$ cat src/rtl/tick_presc_pkg.sv
package tick_presc_pkg;

  // Exponent of the lowest ratio in a channel's group; the highest channel is fastest.
  function automatic int unsigned tap_base(int unsigned ch, int unsigned num_ch,
                                           int unsigned group);
    return (num_ch - 1 - ch) * group;
  endfunction

endpackage

$ cat src/rtl/tp_ctrl_reg.sv
module tp_ctrl_reg #(
  parameter int unsigned NUM_CH = 4,
  parameter int unsigned SEL_W  = 2,
  parameter int unsigned REG_W  = 16
) (
  input  logic                      clk,
  input  logic                      rst_n,
  input  logic                      wr_en,
  input  logic [REG_W-1:0]          wr_data,
  output logic [REG_W-1:0]          rd_data,
  output logic                      run_en,
  output logic [NUM_CH-1:0]         wake_en,
  output logic [NUM_CH*SEL_W-1:0]   sel_all
);
  localparam int unsigned SEL_TOT = NUM_CH * SEL_W;
  localparam int unsigned WEN_LO  = SEL_TOT;
  localparam int unsigned EN_BIT  = REG_W - 1;
  localparam logic [REG_W-1:0] WMASK =
    (REG_W'(1) << EN_BIT) | ((REG_W'(1) << (WEN_LO + NUM_CH)) - REG_W'(1));

  logic unused_rsvd;
  assign unused_rsvd = ^(wr_data & ~WMASK);

  always_ff @(posedge clk) begin
    if (!rst_n) begin
      run_en  <= 1'b0;
      wake_en <= '0;
      sel_all <= '0;
    end else if (wr_en) begin
      run_en  <= wr_data[EN_BIT];
      wake_en <= wr_data[WEN_LO +: NUM_CH];
      sel_all <= wr_data[SEL_TOT-1:0];
    end
  end

  always_comb begin
    rd_data                     = '0;
    rd_data[SEL_TOT-1:0]        = sel_all;
    rd_data[WEN_LO +: NUM_CH]   = wake_en;
    rd_data[EN_BIT]             = run_en;
  end

  // written word is visible one edge later, reserved bits stripped
  assert_write_back_R2: assert property (@(posedge clk) disable iff (!rst_n)
    wr_en |=> rd_data == ($past(wr_data) & WMASK));

endmodule

$ cat src/rtl/tp_divider.sv
module tp_divider #(
  parameter int unsigned DIV_W = 15
) (
  input  logic             clk,
  input  logic             rst_n,
  input  logic             run_en,
  output logic [DIV_W-1:0] cnt
);
  always_ff @(posedge clk) begin
    if (!rst_n)      cnt <= '0;
    else if (run_en) cnt <= cnt + DIV_W'(1);
    else             cnt <= '0;
  end

  assert_hold_zero_R4: assert property (@(posedge clk) disable iff (!rst_n)
    !run_en |=> cnt == '0);

  assert_step_one_R9: assert property (@(posedge clk) disable iff (!rst_n)
    run_en |=> cnt == $past(cnt) + DIV_W'(1));

endmodule

$ cat src/rtl/tp_tap_sel.sv
module tp_tap_sel #(
  parameter int unsigned DIV_W = 15,
  parameter int unsigned SEL_W = 2,
  parameter int unsigned BASE  = 0
) (
  input  logic             clk,
  input  logic             rst_n,
  input  logic             run_en,
  input  logic [DIV_W-1:0] cnt,
  input  logic [SEL_W-1:0] sel,
  output logic             tick
);
  localparam int unsigned EXP_W = $clog2(DIV_W + 1) + 1;

  logic [EXP_W-1:0] tap_exp;
  logic [DIV_W:0]   span;
  logic [DIV_W-1:0] low_mask;
  logic             unused_span_top;

  assign tap_exp         = EXP_W'(BASE) + EXP_W'(sel);
  assign span            = ((DIV_W+1)'(1) << tap_exp) - (DIV_W+1)'(1);
  assign low_mask        = span[DIV_W-1:0];
  assign unused_span_top = span[DIV_W];
  assign tick            = run_en && ((cnt & low_mask) == low_mask);

  // a tick on a ratio above 1 is a single-cycle pulse
  assert_tick_single_R9: assert property (@(posedge clk) disable iff (!rst_n)
    (tick && tap_exp != '0) |=> (!tick || tap_exp == '0));

endmodule

$ cat src/rtl/tp_wake_gen.sv
module tp_wake_gen #(
  parameter int unsigned NUM_CH = 4
) (
  input  logic              clk,
  input  logic              rst_n,
  input  logic [NUM_CH-1:0] tick,
  input  logic [NUM_CH-1:0] wake_en,
  output logic              wake
);
  always_ff @(posedge clk) begin
    if (!rst_n) wake <= 1'b0;
    else        wake <= |(tick & wake_en);
  end
endmodule

$ cat src/rtl/tick_prescaler.sv
module tick_prescaler #(
  parameter int unsigned NUM_CH = 4,
  parameter int unsigned SEL_W  = 2,
  parameter int unsigned REG_W  = 16
) (
  input  logic              clk,
  input  logic              rst_n,
  input  logic              wr_en,
  input  logic [REG_W-1:0]  wr_data,
  output logic [REG_W-1:0]  rd_data,
  output logic [NUM_CH-1:0] tick_o,
  output logic              wake_o
);
  import tick_presc_pkg::*;

  localparam int unsigned GROUP = 1 << SEL_W;
  localparam int unsigned DIV_W = NUM_CH * GROUP - 1;

  logic                    run_en;
  logic [NUM_CH-1:0]       wake_en;
  logic [NUM_CH*SEL_W-1:0] sel_all;
  logic [DIV_W-1:0]        cnt;

  tp_ctrl_reg #(.NUM_CH(NUM_CH), .SEL_W(SEL_W), .REG_W(REG_W)) ctrl_i (
    .clk(clk), .rst_n(rst_n), .wr_en(wr_en), .wr_data(wr_data),
    .rd_data(rd_data), .run_en(run_en), .wake_en(wake_en), .sel_all(sel_all));

  tp_divider #(.DIV_W(DIV_W)) div_i (
    .clk(clk), .rst_n(rst_n), .run_en(run_en), .cnt(cnt));

  for (genvar ch = 0; ch < NUM_CH; ch++) begin : g_chan
    tp_tap_sel #(
      .DIV_W(DIV_W), .SEL_W(SEL_W), .BASE(tap_base(ch, NUM_CH, GROUP))
    ) tap_i (
      .clk(clk), .rst_n(rst_n), .run_en(run_en), .cnt(cnt),
      .sel(sel_all[ch*SEL_W +: SEL_W]), .tick(tick_o[ch]));
  end

  tp_wake_gen #(.NUM_CH(NUM_CH)) wake_i (
    .clk(clk), .rst_n(rst_n), .tick(tick_o), .wake_en(wake_en), .wake(wake_o));

  assert_idle_quiet_R4: assert property (@(posedge clk) disable iff (!rst_n)
    !run_en |-> tick_o == '0);

  assert_wake_source_R10: assert property (@(posedge clk) disable iff (!rst_n)
    wake_o |-> $past(|tick_o));

endmodule

$ cat config.mk
export PLATFORM = sky130hd
export DESIGN_NAME = tick_prescaler
export DESIGN_NICKNAME = d
export VERILOG_FILES = /design/src/rtl/tick_presc_pkg.sv /design/src/rtl/tp_ctrl_reg.sv /design/src/rtl/tp_divider.sv /design/src/rtl/tp_tap_sel.sv /design/src/rtl/tp_wake_gen.sv /design/src/rtl/tick_prescaler.sv
export SDC_FILE = /design/constraint.sdc
export NUM_CORES = 1
export LEC_CHECK = 0
export ABC_AREA = 0
export BUFFER_PORTS_ARGS = -buffer_cell sky130_fd_sc_hd__clkbuf_2
export CAP_MARGIN = 20
export CORE_MARGIN = 3
export CORE_UTILIZATION = 51
export DETAILED_ROUTE_END_ITERATION = 8
export PLACE_DENSITY_LB_ADDON = 0.08
export SLEW_MARGIN = 20
export SYNTH_ARGS = -nofsm -noshare
export SYNTH_HDL_FRONTEND = slang
export SYNTH_SLANG_ARGS = --single-unit
$ cat constraint.sdc
create_clock -name clk -period 1.9 [get_ports clk]
set_input_delay 0.095 -clock clk [delete_from_list [all_inputs] [get_ports clk]]
set_output_delay 0.095 -clock clk [all_outputs]
set_load 0.02 [all_outputs]
==> results.json, run 1 <==
{
  "antenna_found_initial": 0,
  "rows": 18,
  "p_clk_share_pct": 31.4,
  "vias": 1357,
  "grt_setup_unrepaired": "true",
  "synthCells": 165,
  "setup_viol": 1,
  "skew_ns": 0.005935,
  "track_usage_pct": 21.97,
  "finalHoldViolCount": 0,
  "power.switching_w": 0.0003272,
  "drc_errors": 0,
  "dp_slack_ns": -0.004898,
  "diodes": 0,
  "tritoncts": "done",
  "grt_max_degree": 15,
  "cts-root-buf": "clkbuf_4",
  "synth_seq_cells": 29,
  "routedWlPerCell_um": 14.36,
  "p_leak_nw": 0.8913,
  "drive_above_1_share_pct": 39.56,
  "drtAntennaViolNets": 0,
  "violations": "negative setup slack",
  "arrival_ns": 2.07,
  "cts.htree.levels": 2,
  "critical_path_required_ns": 1.80,
  "seq_area_frac_synth_pct": 40.42,
  "p_sw_share_pct": 26.71,
  "layout.cells.most_common": "clkbuf_2",
  "status": "complete, but fails checks",
  "first_pass_iters": 4,
  "synthArstFlopShare_pct": 0,
  "cap_violations": 0,
  "viasPerCell": 5.322,
  "gr-total-overflow": 0,
  "peakVddDrop_mv": 0.6771,
  "maxSlewViolCount": 0,
  "startpoint_type": "flip-flop",
  "post-route-util_pct": 79.73,
  "die_w_um": 59.07,
  "io_pins": 40,
  "grt_pass1_vias": 1300,
  "drt_wl_total_um": 3661,
  "die_area_sq_mm": 0.003489,
  "synth_area_sq_mm": 0.001436,
  "clock-sinks": 29,
  "powerDensity_mw_per_mm2": 598.6,
  "synth_top_area_share_pct": 40.42,
  "core-area_sq_mm": 0.002567,
  "power_frac_comb_pct": 16.4,
  "setup_ws_ns": -0.2699,
  "criticalPathCategory": "reg2out",
  "max-clock-path-buffers": 2,
  "hpwl_um": 2290,
  "ys_types": 34,
  "nNetsFinal": 248,
  "max_freq_mhz": 460.9,
  "yosysTopAreaCell": "dfxtp_1",
  "crit_fanout": 3,
  "drt_iter0_markers": 28,
  "clk_pin_slew_ns": 0.09,
  "io_buffers": 33,
  "finalCritPeriodShare_pct": 114.2,
  "pwr-share-seq_pct": 52.2,
  "synth_edf_count": 0,
  "synth_ff_type": "dfxtp_1",
  "avgSynthCellArea_sq_um": 8.705,
  "layout_min_cycle_time_ns": 2.170,
  "cts_inserted_buffers": 5,
  "die_h_um": 59.07,
  "gp_congestion": 0.8588,
  "layout_common_cells": "clkbuf_2, nor2_1, dfxtp_1, buf_4, mux2i_1",
  "yosys_warnings": 0,
  "insertion_delay_ns": 0.34,
  "start_util_pct": 55.95,
  "whs_ns": 0.01222,
  "yosys-top-cells-area": "dfxtp_1, mux2i_1, nor2_1",
  "end_kind": "output port",
  "internal_power_w": 0.0008981,
  "syn2layout_area_growth_pct": 42.51,
  "hold_path.class": "in2reg",
  "grt_pass1_wl_um": 5623
}
## critical path, stage by stage (launching register included)
cell,delay (ns)
dfxtp_2,0.35
buf_6,0.12
buf_6,0.09
nand2b_4,0.05
ha_4,0.27
o21ai_2,0.07
a2111oi_4,0.34
buf_4,0.17
o21a_1,0.13
clkbuf_8,0.15
## path summary, 6_finish.rpt
| kind | startpoint | endpoint | slack (ns) | cells after the start |
|---|---|---|---|---|
| hold / removal | wr_data[8] | ctrl_i.wake_en[0]$_SDFFE_PN0P_ | 0.01 | 3 |
| setup reg to reg | ctrl_i.sel_all[6]$_SDFFE_PN0P_ | wake_i.wake$_SDFF_PN0_ | 0.16 | 9 |
| hold reg to reg | ctrl_i.sel_all[2]$_SDFFE_PN0P_ | ctrl_i.sel_all[2]$_SDFFE_PN0P_ | 0.53 | 2 |
| setup / recovery | ctrl_i.sel_all[6]$_SDFFE_PN0P_ | tick_o[3] | -0.27 | 9 |
## sequential cells by signal (all words and copies together) (netlist names)
register and cells:
ctrl_i.sel_all 8, ctrl_i.run_en 1, div_i.cnt 15, ctrl_i.wake_en 4, wake_i.wake 1
## cells in the mapped netlist (3+ instances only)
| master | n |
|---|---|
| and3_1 | 3 |
| buf_4 | 9 |
| clkbuf_1 | 3 |
| dfxtp_1 | 29 |
| ha_1 | 4 |
| inv_1 | 9 |
| mux2i_1 | 13 |
| nand2_1 | 7 |
| nand3_1 | 5 |
| nand4_1 | 7 |
| nor2_1 | 30 |
| o21ai_0 | 8 |
| xnor2_1 | 7 |
| xor2_1 | 4 |
## stage by stage
stage / cells / cell area, sq um / setup TNS [ns] / power [W]
6_report: 255 / 2047 / -0.2699 / 0.001225
5_1_grt: 255 / 2047 / -0.4363 / 0.001274
4_1_cts: 250 / 1974 / -0.2221 / 0.001221
3_5_place_dp: 225 / 1623 / -0.004898 / 0.0007912
3_3_place_gp: 225 / 1623 / 0 / 0.0007848
2_1_floorplan: 167 / 1444 / 0 / 0.0007425
## power by group through the flow
stage	registers, W	logic [W]	clock network, W
after floorplan	0.000672	0.0000702	0
after global placement	0.000653	0.000132	0
after detailed placement	0.000654	0.000137	0
after CTS	0.000641	0.000181	0.000399
after global routing	0.000642	0.000216	0.000416
final	0.000640	0.000201	0.000384
## per-layer routing
metal	wire [um]	share of wire [%]	vias up	global-route usage (%)
met5	0	0	-	0
met4	87	2.4	0	11.97
met3	177	4.8	11	8.061
met2	1930	53	36	37.70
met1	1466	40	637	23.15
li1	-	-	673	-
## final cells by class
type / instances / area [sq um]
Tap cell: 30 / 37.54
Fill cell: 171 / 520.5
Sequential cell: 29 / 601.8
Inverter: 9 / 33.78
Multi-Input combinational cell: 116 / 860.8
Clock buffer: 7 / 55.05
Timing Repair Buffer: 64 / 457.9
## timing repair
action                                 in CTS  in global routing
endpoints found under the hold margin      12                  0
setup buffers                               6                  5
hold buffers                               12                  0
resized for setup                          37                  9
setup endpoints to repair                   3                  3
pin swaps                                   7                  2
## cell families after synthesis
group	after synthesis	synth area share, %
AND/OR/NAND/NOR	66	23.00
flip-flops	29	40.42
buffers and inverters	22	8.187
AO/OA/AOI/OAI	19	8.886
multiplexers	13	9.059
XOR/XNOR	11	6.707
adder cells (fa/ha/maj)	4	3.484
other	1	0.2611
Note: power is estimated with default switching activity, not from simulation.
==> run 2: changes to the inputs <==
- PLACE_DENSITY_LB_ADDON: 0.08 -> 0.2
==> run 2 against run 1 <==
  * The run still ends with negative setup slack left
  * Core utilization down 2.3 points
  * Final cell count shrank 2.0%
  * Die area unchanged
  * Non-clock buffer count fell by 5
  * Sequential share of layout area up 1.1 points
  * Sequential power is 0.6% lower
  * Count of clock-buffer cells in the layout stayed put
  * Hold slack worse by 0.0074 ns
  * First-iteration DRC count rose by 120%
  * Critical path type unchanged
==> results.json, run 2 (synthesis gave the netlist of run 1 again) <==
{
  "grt_pass1_vias": 1349,
  "drtAntennaViolNets": 0,
  "p_clk_share_pct": 32.0,
  "internal_power_w": 0.0008860,
  "hpwl_um": 2283,
  "pwr-share-seq_pct": 52.4,
  "power_frac_comb_pct": 15.6,
  "cap_violations": 0,
  "end_kind": "output port",
  "critical_path_required_ns": 1.80,
  "criticalPathCategory": "reg2out",
  "io_buffers": 33,
  "clk_pin_slew_ns": 0.08,
  "cp_num_cells": 8,
  "antenna_found_initial": 0,
  "core-area_sq_mm": 0.002567,
  "p_leak_nw": 0.8595,
  "cts_inserted_buffers": 5,
  "peakVddDrop_mv": 0.6338,
  "violations": "negative setup slack",
  "cts.htree.levels": 2,
  "syn2layout_area_growth_pct": 38.41,
  "gr-total-overflow": 0,
  "drive_above_1_share_pct": 38.64,
  "routedWlPerCell_um": 15.01,
  "insertion_delay_ns": 0.34,
  "layout.cells.most_common": "clkbuf_2",
  "critical_path.cell_chain": "buf_6 > nand2b_4 > ha_4 > o21ai_2 > a2111oi_4 > buf_4 > o21a_1 > clkbuf_8",
  "drt_iter0_markers": 61,
  "status": "complete, but fails checks",
  "r2r_slack_ns": 0.16,
  "power.switching_w": 0.0003279,
  "dpl-instance-area_sq_mm": 0.001615,
  "rr_startpoint": "ctrl_i.sel_all[7]$_SDFFE_PN0P_",
  "cts-root-buf": "clkbuf_4",
  "tritoncts": "done",
  "setup_viol": 2,
  "arrival_ns": 1.98,
  "top_regs": "div_i.cnt (15), ctrl_i.sel_all (8), ctrl_i.wake_en (4)",
  "viasPerCell": 5.420,
  "powerDensity_mw_per_mm2": 610.6,
  "crit_family": "compound AO/OA/AOI/OAI gates",
  "startpoint_type": "flip-flop",
  "max-clock-path-buffers": 2,
  "clock-sinks": 29,
  "r2r_cells": 9,
  "p_sw_share_pct": 27.01,
  "drc_errors": 0,
  "rows": 18,
  "grt_pass1_wl_um": 5961,
  "crit_buf_inv": 3,
  "finalCritPeriodShare_pct": 109.3,
  "die_area_sq_mm": 0.003489,
  "nNetsFinal": 243,
  "finalHoldViolCount": 0,
  "stdcell_area_sq_mm": 0.001988,
  "layout_min_cycle_time_ns": 2.077,
  "diodes": 0,
  "setup_ws_ns": -0.1771,
  "vias": 1355,
  "crit-reg2reg-capture": "wake_i.wake$_SDFF_PN0_",
  "grt_setup_unrepaired": "true",
  "cp_slowest_cell": "dfxtp_2",
  "cp_slowest_stage_delay_ns": 0.33,
  "max_freq_mhz": 481.4,
  "startpoint": "ctrl_i.sel_all[7]$_SDFFE_PN0P_",
  "post-route-util_pct": 77.44,
  "regMostFlops": "div_i.cnt",
  "crit_path_end": "tick_o[3]",
  "io_pins": 40,
  "die_h_um": 59.07,
  "start_util_pct": 55.95,
  "die_w_um": 59.07,
  "largest_register_ffs": 15,
  "first_pass_iters": 4,
  "skew_ns": 0.008716,
  "whs_ns": 0.004770,
  "maxSlewViolCount": 0,
  "layout_common_cells": "clkbuf_2, nor2_1, dfxtp_1",
  "track_usage_pct": 23.53,
  "crit_fanout": 4,
  "hold_path.class": "in2reg",
  "gp_congestion": 0.8022,
  "grt_max_degree": 15,
  "drt_wl_total_um": 3752
}
## run 2: cell types whose count changed in the layout (fill, tap and decap cells not counted), moves of 2 or more
cell and delta:
dfxtp_4 +2, dfxtp_2 -2, buf_4 -2, dlygate4sd3_1 -2
## run 2: worst reg2reg max path: cells and delay by family (launching register included)
family,cells,cell delay [ns]
AOI/OAI and AO/OA,3,0.44
and+or+nand+nor,2,0.25
buffers and inverters,3,0.38
DFF,1,0.33
adders and majority gates,1,0.26
## run 2: area by class of cell
cell class                 instances  area (sq um)
tap                               30         37.54
multi-input combinational        116         843.3
inverter                           9         33.78
sequential                        29         606.8
fill                             174         579.3
clock buffer                       7         55.05
timing repair buffer              59         411.6
## run 2: how the worst min path moves through the flow
stage               startpoint                             end  slack, ns  cells past startpoint
finish              wr_data[8]  ctrl_i.wake_en[0]$_SDFFE_PN0P_      0.005                      3
global route        wr_data[4]  ctrl_i.sel_all[4]$_SDFFE_PN0P_       0.03                      3
CTS                 wr_data[8]  ctrl_i.wake_en[0]$_SDFFE_PN0P_      0.002                      3
detailed placement  wr_data[7]  ctrl_i.sel_all[7]$_SDFFE_PN0P_       0.34                      3
global placement    wr_data[4]  ctrl_i.sel_all[4]$_SDFFE_PN0P_       0.33                      3
floorplan           wr_data[8]  ctrl_i.wake_en[0]$_SDFFE_PN0P_       0.24                      2
## run 2: power groups by stage
stage | registers, W | logic, W | clock network, W
2_1_floorplan | 0.000672 | 0.0000702 | 0
3_3_place_gp | 0.000652 | 0.000132 | 0
3_5_place_dp | 0.000653 | 0.000137 | 0
4_1_cts | 0.000639 | 0.000171 | 0.000393
5_1_grt | 0.000639 | 0.000207 | 0.000429
6_report | 0.000636 | 0.000189 | 0.000389
## run 2: per-layer routing
layer | up-vias | global-route usage, % | wire, um
met5 | - | 0 | 0
li1 | 657 | - | -
met2 | 51 | 41.32 | 1961
met3 | 10 | 7.407 | 207
met1 | 637 | 25.37 | 1471
met4 | 0 | 11.33 | 112
## run 2: stage by stage
stage	worst slack (ns)	power, W	std cells	TNS (ns)
2_1_floorplan	0.01580	0.0007425	167	0
3_3_place_gp	0.04984	0.0007841	224	0
3_5_place_dp	-0.01282	0.0007900	224	-0.01282
4_1_cts	-0.1530	0.001203	245	-0.2262
5_1_grt	-0.2721	0.001274	250	-0.4155
6_report	-0.1771	0.001214	250	-0.2173
## run 2: timing repair
item | in CTS | in global routing
gates cloned | 0 | 0
buffers inserted | 4 | 5
pin swaps | 7 | 5
resized for setup | 30 | 15
endpoints found under the setup margin | 3 | 3
hold buffers | 10 | 0
endpoints found under the hold margin | 10 | 0
